[config.mk]
export PLATFORM = sky130hd
export DESIGN_NAME = uart_brk_top
export DESIGN_NICKNAME = d
export VERILOG_FILES = /design/src/rtl/uart_brk_pkg.sv /design/src/rtl/uart_brk_rx.sv /design/src/rtl/uart_brk_tx.sv /design/src/rtl/uart_brk_pinmux.sv /design/src/rtl/uart_brk_top.sv
export SDC_FILE = /design/constraint.sdc
export NUM_CORES = 1
export LEC_CHECK = 0
export ABC_AREA = 1
export BUFFER_PORTS_ARGS = -buffer_cell sky130_fd_sc_hd__buf_2
export CELL_PAD_IN_SITES_DETAIL_PLACEMENT = 0
export CELL_PAD_IN_SITES_GLOBAL_PLACEMENT = 1
export CORE_MARGIN = 2
export CORE_UTILIZATION = 43
export CTS_BUF_LIST = sky130_fd_sc_hd__clkbuf_4
export CTS_CLUSTER_SIZE = 16
export DETAILED_ROUTE_END_ITERATION = 10
export MAX_ROUTING_LAYER = met4
export PLACE_DENSITY_LB_ADDON = 0.15
export SYNTH_ARGS = -nofsm -noshare
export SYNTH_HDL_FRONTEND = slang
export SYNTH_SLANG_ARGS = --single-unit
[constraint.sdc]
create_clock -name clk -period 1.95 [get_ports clk]
set_clock_uncertainty 0.2 [all_clocks]
set_input_delay 0.2925 -clock clk [delete_from_list [all_inputs] [get_ports clk]]
set_output_delay 0.2925 -clock clk [all_outputs]
set_load 0.01 [all_outputs]
[src/rtl/uart_brk_pkg.sv]
package uart_brk_pkg;

  typedef enum logic [2:0] {
    RX_IDLE,
    RX_START,
    RX_DATA,
    RX_PAR,
    RX_STOP
  } rx_state_e;

  typedef struct packed {
    logic ovr;
    logic par;
    logic frm;
  } err_flags_t;

endpackage

[src/rtl/uart_brk_rx.sv]
module uart_brk_rx
  import uart_brk_pkg::*;
#(
  parameter int OSR = 16,
  parameter int DW  = 8
) (
  input  logic          clk,
  input  logic          rst,
  input  logic          tick,
  input  logic          rx_en,
  input  logic          par_en,
  input  logic          par_odd,
  input  logic          rx_pin,
  input  logic          rx_rd,
  input  logic          clr_ovr,
  input  logic          clr_par,
  input  logic          clr_frm,
  output logic [DW-1:0] rx_data,
  output logic          rx_full,
  output err_flags_t    err
);

  localparam int CW = $clog2(OSR);
  localparam int BW = $clog2(DW + 1);
  localparam logic [CW-1:0] MID   = CW'(OSR / 2 - 1);
  localparam logic [CW-1:0] LAST  = CW'(OSR - 1);
  localparam logic [BW-1:0] BLAST = BW'(DW - 1);

  logic [1:0]    sync_q;
  logic          rx_s;
  rx_state_e     st;
  logic [CW-1:0] ocnt;
  logic [BW-1:0] bcnt;
  logic [DW-1:0] shreg;
  logic          pbad;
  logic          frame_end;

  // two-flop synchronizer, idle level is mark
  always_ff @(posedge clk) begin
    if (rst) sync_q <= 2'b11;
    else     sync_q <= {sync_q[0], rx_pin};
  end
  assign rx_s = sync_q[1];

  assign frame_end = rx_en && tick && (st == RX_STOP) && (ocnt == LAST);

  // bit-level sequencer
  always_ff @(posedge clk) begin
    if (rst) begin
      st    <= RX_IDLE;
      ocnt  <= '0;
      bcnt  <= '0;
      shreg <= '0;
      pbad  <= 1'b0;
    end else if (!rx_en) begin
      st   <= RX_IDLE;
      ocnt <= '0;
    end else if (tick) begin
      case (st)
        RX_IDLE: begin
          if (!rx_s) begin
            st   <= RX_START;
            ocnt <= '0;
          end
        end
        RX_START: begin
          if (ocnt == MID) begin
            ocnt <= '0;
            bcnt <= '0;
            pbad <= 1'b0;
            st   <= rx_s ? RX_IDLE : RX_DATA;
          end else begin
            ocnt <= ocnt + 1'b1;
          end
        end
        RX_DATA: begin
          if (ocnt == LAST) begin
            ocnt  <= '0;
            shreg <= {rx_s, shreg[DW-1:1]};
            if (bcnt == BLAST) st <= par_en ? RX_PAR : RX_STOP;
            else               bcnt <= bcnt + 1'b1;
          end else begin
            ocnt <= ocnt + 1'b1;
          end
        end
        RX_PAR: begin
          if (ocnt == LAST) begin
            ocnt <= '0;
            pbad <= ((^shreg) ^ rx_s) != par_odd;
            st   <= RX_STOP;
          end else begin
            ocnt <= ocnt + 1'b1;
          end
        end
        RX_STOP: begin
          if (ocnt == LAST) begin
            ocnt <= '0;
            st   <= RX_IDLE;
          end else begin
            ocnt <= ocnt + 1'b1;
          end
        end
        default: st <= RX_IDLE;
      endcase
    end
  end

  // data holding register and sticky flags
  always_ff @(posedge clk) begin
    if (rst) begin
      rx_data <= '0;
      rx_full <= 1'b0;
      err     <= '0;
    end else begin
      if (frame_end && !rx_full) begin
        rx_data <= shreg;
        rx_full <= 1'b1;
      end else if (rx_rd) begin
        rx_full <= 1'b0;
      end
      err.ovr <= (frame_end && rx_full) || (err.ovr && !clr_ovr);
      err.par <= (frame_end && pbad)    || (err.par && !clr_par);
      err.frm <= (frame_end && !rx_s)   || (err.frm && !clr_frm);
    end
  end

  a_r8_frm_sticky: assert property (@(posedge clk) disable iff (rst)
    (err.frm && !clr_frm) |=> err.frm);

  a_r8_ovr_sticky: assert property (@(posedge clk) disable iff (rst)
    (err.ovr && !clr_ovr) |=> err.ovr);

  a_r5_keep_unread: assert property (@(posedge clk) disable iff (rst)
    (rx_full && !rx_rd) |=> (rx_full && $stable(rx_data)));

  a_r3_glitch_reject: assert property (@(posedge clk) disable iff (rst)
    (st == RX_START && tick && ocnt == MID && rx_s) |=> (st == RX_IDLE));

endmodule

[src/rtl/uart_brk_tx.sv]
module uart_brk_tx #(
  parameter int OSR = 16,
  parameter int DW  = 8
) (
  input  logic          clk,
  input  logic          rst,
  input  logic          tick,
  input  logic          tx_en,
  input  logic          par_en,
  input  logic          par_odd,
  input  logic [DW-1:0] tx_data,
  input  logic          tx_wr,
  input  logic          err_any,
  output logic          tx_line,
  output logic          tx_busy,
  output logic          tx_empty
);

  localparam int FW  = DW + 3;
  localparam int CW  = $clog2(OSR);
  localparam int BIW = $clog2(FW + 1);
  localparam logic [CW-1:0]  LAST   = CW'(OSR - 1);
  localparam logic [BIW-1:0] N_PAR  = BIW'(FW - 1);
  localparam logic [BIW-1:0] N_NPAR = BIW'(FW - 2);

  logic [DW-1:0]  tdr;
  logic           tdr_full;
  logic [FW-1:0]  sr;
  logic [CW-1:0]  tcnt;
  logic [BIW-1:0] bidx;
  logic [BIW-1:0] nlast;
  logic           start_ok;

  assign start_ok = tick && !tx_busy && tx_en && tdr_full && !err_any;

  always_ff @(posedge clk) begin
    if (rst) begin
      tdr      <= '0;
      tdr_full <= 1'b0;
      sr       <= '1;
      tcnt     <= '0;
      bidx     <= '0;
      nlast    <= '0;
      tx_busy  <= 1'b0;
    end else begin
      if (start_ok) begin
        sr       <= par_en ? {1'b1, (^tdr) ^ par_odd, tdr, 1'b0}
                           : {2'b11, tdr, 1'b0};
        nlast    <= par_en ? N_PAR : N_NPAR;
        tdr_full <= 1'b0;
        tx_busy  <= 1'b1;
        tcnt     <= '0;
        bidx     <= '0;
      end else if (tx_busy && tick) begin
        if (tcnt == LAST) begin
          tcnt <= '0;
          if (bidx == nlast) begin
            tx_busy <= 1'b0;
          end else begin
            bidx <= bidx + 1'b1;
            sr   <= {1'b1, sr[FW-1:1]};
          end
        end else begin
          tcnt <= tcnt + 1'b1;
        end
      end
      if (tx_wr) begin
        tdr      <= tx_data;
        tdr_full <= 1'b1;
      end
    end
  end

  assign tx_line  = tx_busy ? sr[0] : 1'b1;
  assign tx_empty = !tdr_full;

  a_r9_err_holds_idle: assert property (@(posedge clk) disable iff (rst)
    (err_any && !tx_busy) |=> !tx_busy);

  a_r1_start_bit_low: assert property (@(posedge clk) disable iff (rst)
    $rose(tx_busy) |-> !tx_line);

endmodule

[src/rtl/uart_brk_pinmux.sv]
module uart_brk_pinmux (
  input  logic clk,
  input  logic rst,
  input  logic fn_en,
  input  logic pin_lvl,
  input  logic pin_drv,
  input  logic tx_line,
  output logic tx_pin,
  output logic tx_oe
);

  always_ff @(posedge clk) begin
    if (rst) begin
      tx_pin <= 1'b1;
      tx_oe  <= 1'b0;
    end else if (fn_en) begin
      tx_pin <= tx_line;
      tx_oe  <= 1'b1;
    end else begin
      tx_pin <= pin_lvl;
      tx_oe  <= pin_drv;
    end
  end

  a_r10_port_override: assert property (@(posedge clk) disable iff (rst)
    !fn_en |=> (tx_pin == $past(pin_lvl) && tx_oe == $past(pin_drv)));

endmodule

[src/rtl/uart_brk_top.sv]
module uart_brk_top
  import uart_brk_pkg::*;
#(
  parameter int OSR = 16,
  parameter int DW  = 8
) (
  input  logic          clk,
  input  logic          rst,
  input  logic          tick16,
  input  logic          rx_en,
  input  logic          tx_en,
  input  logic          par_en,
  input  logic          par_odd,
  input  logic          rx_pin,
  output logic [DW-1:0] rx_data,
  output logic          rx_full,
  input  logic          rx_rd,
  output logic          err_ovr,
  output logic          err_par,
  output logic          err_frm,
  input  logic          clr_ovr,
  input  logic          clr_par,
  input  logic          clr_frm,
  input  logic [DW-1:0] tx_data,
  input  logic          tx_wr,
  output logic          tx_empty,
  output logic          tx_busy,
  input  logic          tx_fn_en,
  input  logic          pin_lvl,
  input  logic          pin_drv,
  output logic          tx_pin,
  output logic          tx_oe
);

  err_flags_t err;
  logic       tx_line;

  uart_brk_rx #(.OSR(OSR), .DW(DW)) u_rx (
    .clk(clk), .rst(rst), .tick(tick16), .rx_en(rx_en),
    .par_en(par_en), .par_odd(par_odd), .rx_pin(rx_pin), .rx_rd(rx_rd),
    .clr_ovr(clr_ovr), .clr_par(clr_par), .clr_frm(clr_frm),
    .rx_data(rx_data), .rx_full(rx_full), .err(err)
  );

  uart_brk_tx #(.OSR(OSR), .DW(DW)) u_tx (
    .clk(clk), .rst(rst), .tick(tick16), .tx_en(tx_en),
    .par_en(par_en), .par_odd(par_odd), .tx_data(tx_data), .tx_wr(tx_wr),
    .err_any(|err), .tx_line(tx_line), .tx_busy(tx_busy), .tx_empty(tx_empty)
  );

  uart_brk_pinmux u_pin (
    .clk(clk), .rst(rst), .fn_en(tx_fn_en), .pin_lvl(pin_lvl),
    .pin_drv(pin_drv), .tx_line(tx_line), .tx_pin(tx_pin), .tx_oe(tx_oe)
  );

  assign err_ovr = err.ovr;
  assign err_par = err.par;
  assign err_frm = err.frm;

endmodule

# Word-level counts from Yosys, hierarchy flattened
# Index checks and enable logic that the tools add are counted.
# word_totals
ff_bits	69
input_bits	24
elab_cells	133
out_inout_bits	16
# classes
n_mux	38
bitwise	4
n_reduce_logical	49
n_addsub	4
eq_ne	18
# op_table
op	n
2-to-1 mux 11 bit	4
2-to-1 mux 4 bit	7
2-to-1 mux 3 bit	7
adder 4 x 1 -> 4 bit (second input constant)	4
parity 8 bit	2
logical AND 1 bit	15
one-hot mux 3 bit (5 select lines)	1
nonzero test 2 bit	7
2-to-1 mux 1 bit	13
one-hot mux 4 bit (3 select lines)	1
AND reduction 3 bit	4
2-to-1 mux 10 bit	1
!= test 2 x 1 -> 1 bit (second input constant)	5
equality test 4 x 3 -> 1 bit (second input constant)	2
equality test 4 bit (second input constant)	2
logical NOT 1 bit	8
one-hot mux 4 bit (2 select lines)	1
AND reduction 7 bit	1
equality test 3 x 2 -> 1 bit (second input constant)	2
!= test 2 bit (second input constant)	3
AND reduction 6 bit	1
OR reduction 3 bit	2
AND reduction 5 bit	1
equality test 4 bit	1
other kinds (12)	18

# Longest topological paths before layout
# logic_depth
word_depth	7
ltp_mapped	11

# Hierarchy
# Synthesis repeated with hierarchy kept, for this count alone.
# hier_totals
cells_unflattened	464
area_unflattened_um2	3304.4
# by_module_without_submodules
module	seq_area_each_um2	area_each_um2	n_inst	cells_each
uart_brk_rx	680.7	1675.4	1	244
uart_brk_tx	620.6	1542.7	1	208
uart_brk_pinmux	40.0	75.1	1	9
uart_brk_top	0.0	11.3	1	3

# Worst setup path before layout
# OpenSTA, ideal clock, no wires.
# synth_path
path_kind	flip-flop to flip-flop
from	register u_rx.ocnt[0]
to	register u_rx.rx_data[0]
t_arrival_ns	1.426
required_ns	1.631
n_path_buf	1
stages_incl_launch_ff	10
setup_time_ns	0.119
path_slack_ns	0.205
path_cell_list	dfxtp_1 ha_1 nand2_1 nor2_2 inv_2 nor2_2 nand3_1 buf_2 o21ai_1 a21oi_1
# synth_between
elab_chain_len	3
# synth_lines
item	line_no	source
start: declaration	uart_brk_rx.sv:32	logic [CW-1:0] ocnt;
start signal: assignment	uart_brk_rx.sv:73	ocnt <= ocnt + 1'b1;
start signal: assignment	uart_brk_rx.sv:83	ocnt <= ocnt + 1'b1;
start signal: assignment	uart_brk_rx.sv:92	ocnt <= ocnt + 1'b1;
equality test 4 bit	uart_brk_rx.sv:45	assign frame_end = rx_en && tick && (st == RX_STOP) && (ocnt == LAST);
logical AND 1 bit	uart_brk_rx.sv:45	
logical AND 1 bit	uart_brk_rx.sv:115	if (frame_end && !rx_full) begin
end signal: assignment	uart_brk_rx.sv:116	rx_data <= shreg;
end: declaration	uart_brk_rx.sv:18	output logic [DW-1:0] rx_data,
# Every way passes these cells.
# A chain may end at the register's enable or synchronous reset.

# Worst setup path in the final report
# layout_path
from	register u_rx.st[0]
to	register u_rx.bcnt[0]
# layout_between
elab_chain_len	3
word_cells_on_any_way	8
cone_classes	eq/ne (5); mux (1); reduce/logical (2)
# layout_lines
item	line_no	source
start: declaration	uart_brk_rx.sv:31	rx_state_e st;
start signal: assignment	uart_brk_rx.sv:71	st <= rx_s ? RX_IDLE : RX_DATA;
start signal: assignment	uart_brk_rx.sv:80	if (bcnt == BLAST) st <= par_en ? RX_PAR : RX_STOP;
equality test 3 x 2 -> 1 bit / equality test 3 x 1 -> 1 bit (equally long branches)	uart_brk_rx.sv:59	case (st)
!= test 2 x 1 -> 1 bit (no source line), or another cell as far along	--	
AND reduction 6 bit (no source line)	--	
end signal: assignment	uart_brk_rx.sv:81	else bcnt <= bcnt + 1'b1;
end: declaration	uart_brk_rx.sv:33	logic [BW-1:0] bcnt;
# Parallel ways exist; a longest one is shown, timed or not.

==> results.py <==
metrics = {
    "status": {
        "status": "complete, no violations",
    },
    "yosys": {
        "avgSynthCellArea_um2": 6.99,
        "syn_area_um2": 3260,
        "synth_area_leaders": "dfxtp_1 41%, nand2_1 12%, inv_1 6.1%, a21oi_1 5.7%, nand3_1 5.5%",
        "syn_inst": 466,
        "synth_area_leader_cell": "dfxtp_1",
        "synth_flop_cell": "dfxtp_1",
        "synthArstFlopShare_pct": 0,
        "synth_warnings": 0,
        "yosysMostFrequentCell": "nand2_1",
        "synth_top_area_share_pct": 41.2,
        "synth_edf_count": 0,
        "synth-seq-area-share_pct": 41.2,
        "ys_seq_elements": 67,
        "synth_cell_types": 30,
        "ys_top_cells_by_count": "103 x nand2_1, 67 x dfxtp_1, 53 x inv_1, 47 x nor2_1, 37 x a21oi_1",
        "synth_nets": 494,
    },
    "cells_and_area": {
        "n_antenna_cell": 0,
        "regArea_um2": 1350,
        "final_nets": 559,
        "layout-drive-gt1-share_pct": 17.3,
        "finalCoreUtilization_pct": 53.2,
        "multiInputGateArea_um2": 1670,
        "fillers": 769,
        "area_delta_synth_final_pct": 19.1,
    },
    "power_and_ir_drop": {
        "power.share.sequential_pct": 59.7,
        "powerDensity_nw_per_um2": 620,
        "p_int_uw": 1770,
        "combPwrFrac_pct": 11.8,
        "leakagePower_uw": 0.00174,
        "power_frac_clock_pct": 28.5,
        "p_sw_share_pct": 26.3,
        "vdd_ir_drop_max_mv": 0.326,
        "p_sw_uw": 632,
    },
    "grt": {
        "grt_pass1_wl_mm": 13.0,
        "antenna_found_initial": 0,
        "gr-total-overflow": 0,
        "grt_util_all_layers_pct": 19.7,
        "grt_pass1_vias": 2801,
        "grt_max_degree": 30,
    },
    "setup_path": {
        "required_ps": 2070,
        "r2r_cells": 7,
        "endpoint_kind": "register",
        "cp-start-kind": "register",
        "r2r-start": "u_rx.st[0]$_SDFFE_PP0P_",
        "rr_endpoint": "u_rx.bcnt[0]$_SDFFE_PP0P_",
        "arrival_ps": 1910,
        "critPathLaunch": "u_rx.st[0]$_SDFFE_PP0P_",
        "worst-path-max-fanout": 7,
        "worstSetupPathType": "reg -> reg",
        "r2r_slack_ps": 160,
    },
    "placed_design": {
        "dp.final_hpwl_mm": 5.33,
        "gp_congestion": 0.885,
        "port_buffers": 39,
    },
    "drt": {
        "vias_per_cell": 4.90,
        "vias": 3093,
        "drtIter0Drc": 148,
        "drcViolationCount": 0,
        "ant_nets": 0,
        "drt-total-wl_mm": 7.54,
        "wl_per_cell_um": 12.0,
        "drt_pre_antenna_iters": 6,
    },
    "min_path": {
        "whs_path_depth": 4,
        "min_from": "par_en",
        "hp-class": "in -> reg",
        "whs_endpoint": "u_rx.st[2]$_SDFFE_PP0P_",
    },
    "clock_tree": {
        "root_buffer": "clkbuf_4",
        "clockBufferDepth": 2,
        "htree_levels": 3,
        "insertion_delay_ps": 400,
        "post_cts_buffers": 0,
        "cts.sinks": 67,
        "path_clk_slew_ps": 110,
        "cts_tree": "yes",
        "numCtsBuffers": 9,
    },
    "floorplan": {
        "die_w_um": 91.0,
        "start_util_pct": 44.7,
        "core_area_um2": 7290,
        "rows": 31,
        "fp.dieH_um": 91.0,
        "io_pins": 40,
        "die_area_um2": 8290,
    },
    "timing": {
        "period_share_pct": 91.9,
        "fin_crit_ps": 1790,
        "finalSetupViolations": 0,
        "fmax_mhz": 558,
        "maxSlewViolCount": 0,
        "slew_headroom_pct": 77.3,
        "finalSetupTns_ps": 0,
        "hold_slack_ps": 54.2,
        "rsz0062_at_grt": "no",
        "hold_viol_final": 0,
        "worst_pin_slew_ps": 340,
    },
    "run": {
        "cap_violations": 0,
    },
}
==> repair_timing <==
item | 4_1_cts | 5_1_grt
pin swaps | 0 | 0
endpoints found under the hold margin | 16 | 0
hold buffers | 18 | 0
resized for setup | 1 | 14
setup endpoints to repair | 6 | 25
==> registers in the layout (all words and copies together) (netlist names) <==
| register | count |
|---|---|
| u_pin.tx_pin | 1 |
| u_tx.tdr_full | 1 |
| u_tx.tdr | 8 |
| u_rx.pbad | 1 |
| u_rx.bcnt | 4 |
| u_tx.tcnt | 4 |
| u_rx.sync_q | 2 |
| u_rx.rx_full | 1 |
| u_rx.err | 3 |
| u_tx.sr | 10 |
| u_tx.nlast | 3 |
| u_rx.st | 3 |
| u_tx.tx_busy | 1 |
| u_rx.rx_data | 8 |
| u_rx.shreg | 8 |
| u_tx.bidx | 4 |
| u_pin.tx_oe | 1 |
| u_rx.ocnt | 4 |
==> area by class of cell <==
type | instances | area share [%]
multi-input cells | 330 | 43.1
inverters | 58 | 5.61
well taps | 99 | 3.19
repair buffers | 65 | 11.3
clock inverters | 2 | 0.193
flip-flops and latches | 67 | 34.7
clock buffers | 10 | 1.93
==> critical path, stage by stage (launching register included) <==
cell and delay (ps):
dfxtp_1 490, inv_2 100, nor2_2 190, nand2_2 100, o22ai_2 160, nand2_2 130
or2_0 220, a21oi_1 120
==> power groups by stage <==
stage | Clock (µW) | Combinational [µW] | Sequential, µW
after global routing | 775 | 324 | 1440
after CTS | 711 | 282 | 1430
after detailed placement | 0 | 253 | 1470
final | 685 | 285 | 1440
after floorplan | 0 | 175 | 1460
after global placement | 0 | 250 | 1470
==> layout by cell type, fill, tap and decap left out, types with 4 or more instances in the layout <==
cell type	count
dfxtp_1	64
buf_4	7
o22ai_1	4
a211oi_1	4
o211ai_1	9
clkinv_1	4
inv_1	53
clkbuf_4	10
a21oi_1	37
buf_2	39
nand2_1	100
xor2_1	9
o21ai_1	6
dlygate4sd3_1	18
nand2_2	7
nand3_1	36
nor2_1	46
or2_2	12
nor3_1	5
o21ai_0	30
xnor2_1	7
==> worst max path at each step <==
| stage | end | slack [ps] | cells after the start |
|---|---|---|---|
| after floorplan | u_rx.rx_data[0]$_SDFFE_PP0P_ | 200 | 9 |
| after global placement | u_rx.shreg[4]$_SDFFE_PP0P_ | 50 | 8 |
| after detailed placement | u_rx.shreg[2]$_SDFFE_PP0P_ | 30 | 8 |
| after CTS | u_rx.rx_data[4]$_SDFFE_PP0P_ | 30 | 9 |
| after global routing | u_rx.shreg[0]$_SDFFE_PP0P_ | 7 | 8 |
| final | u_rx.bcnt[0]$_SDFFE_PP0P_ | 160 | 7 |
==> kinds of logic after synthesis <==
| logic type | synth area share [%] |
|---|---|
| and+or+nand+nor | 29.4 |
| xor gates and xnor gates | 4.30 |
| buffers and inverters | 8.18 |
| adders and majority gates | 1.54 |
| DFF | 41.2 |
| AOI/OAI and AO/OA | 15.4 |
==> per-stage QoR <==
stage | std cells | total power, µW | setup slack [ps] | cell area, µm²
CTS | 631 | 2430 | 32.2 | 3850
detailed placement | 601 | 1720 | 26.6 | 3590
global route | 631 | 2540 | 7.42 | 3880
finish | 631 | 2400 | 159 | 3880
global placement | 601 | 1720 | 52.7 | 3590
floorplan | 466 | 1640 | 205 | 3260
==> per-layer routing <==
metal / track usage (%) / vias up / wire [µm] / share of wire, %
li1: - / 1639 / - / -
met1: 26.3 / 1401 / 3860 / 51
met2: 30.4 / 41 / 3360 / 44
met3: 2.66 / 12 / 210 / 2.8
met4: 7.58 / 0 / 119 / 1.6
met5: - / - / 0 / 0
Note: power is estimated with default switching activity, not from simulation.
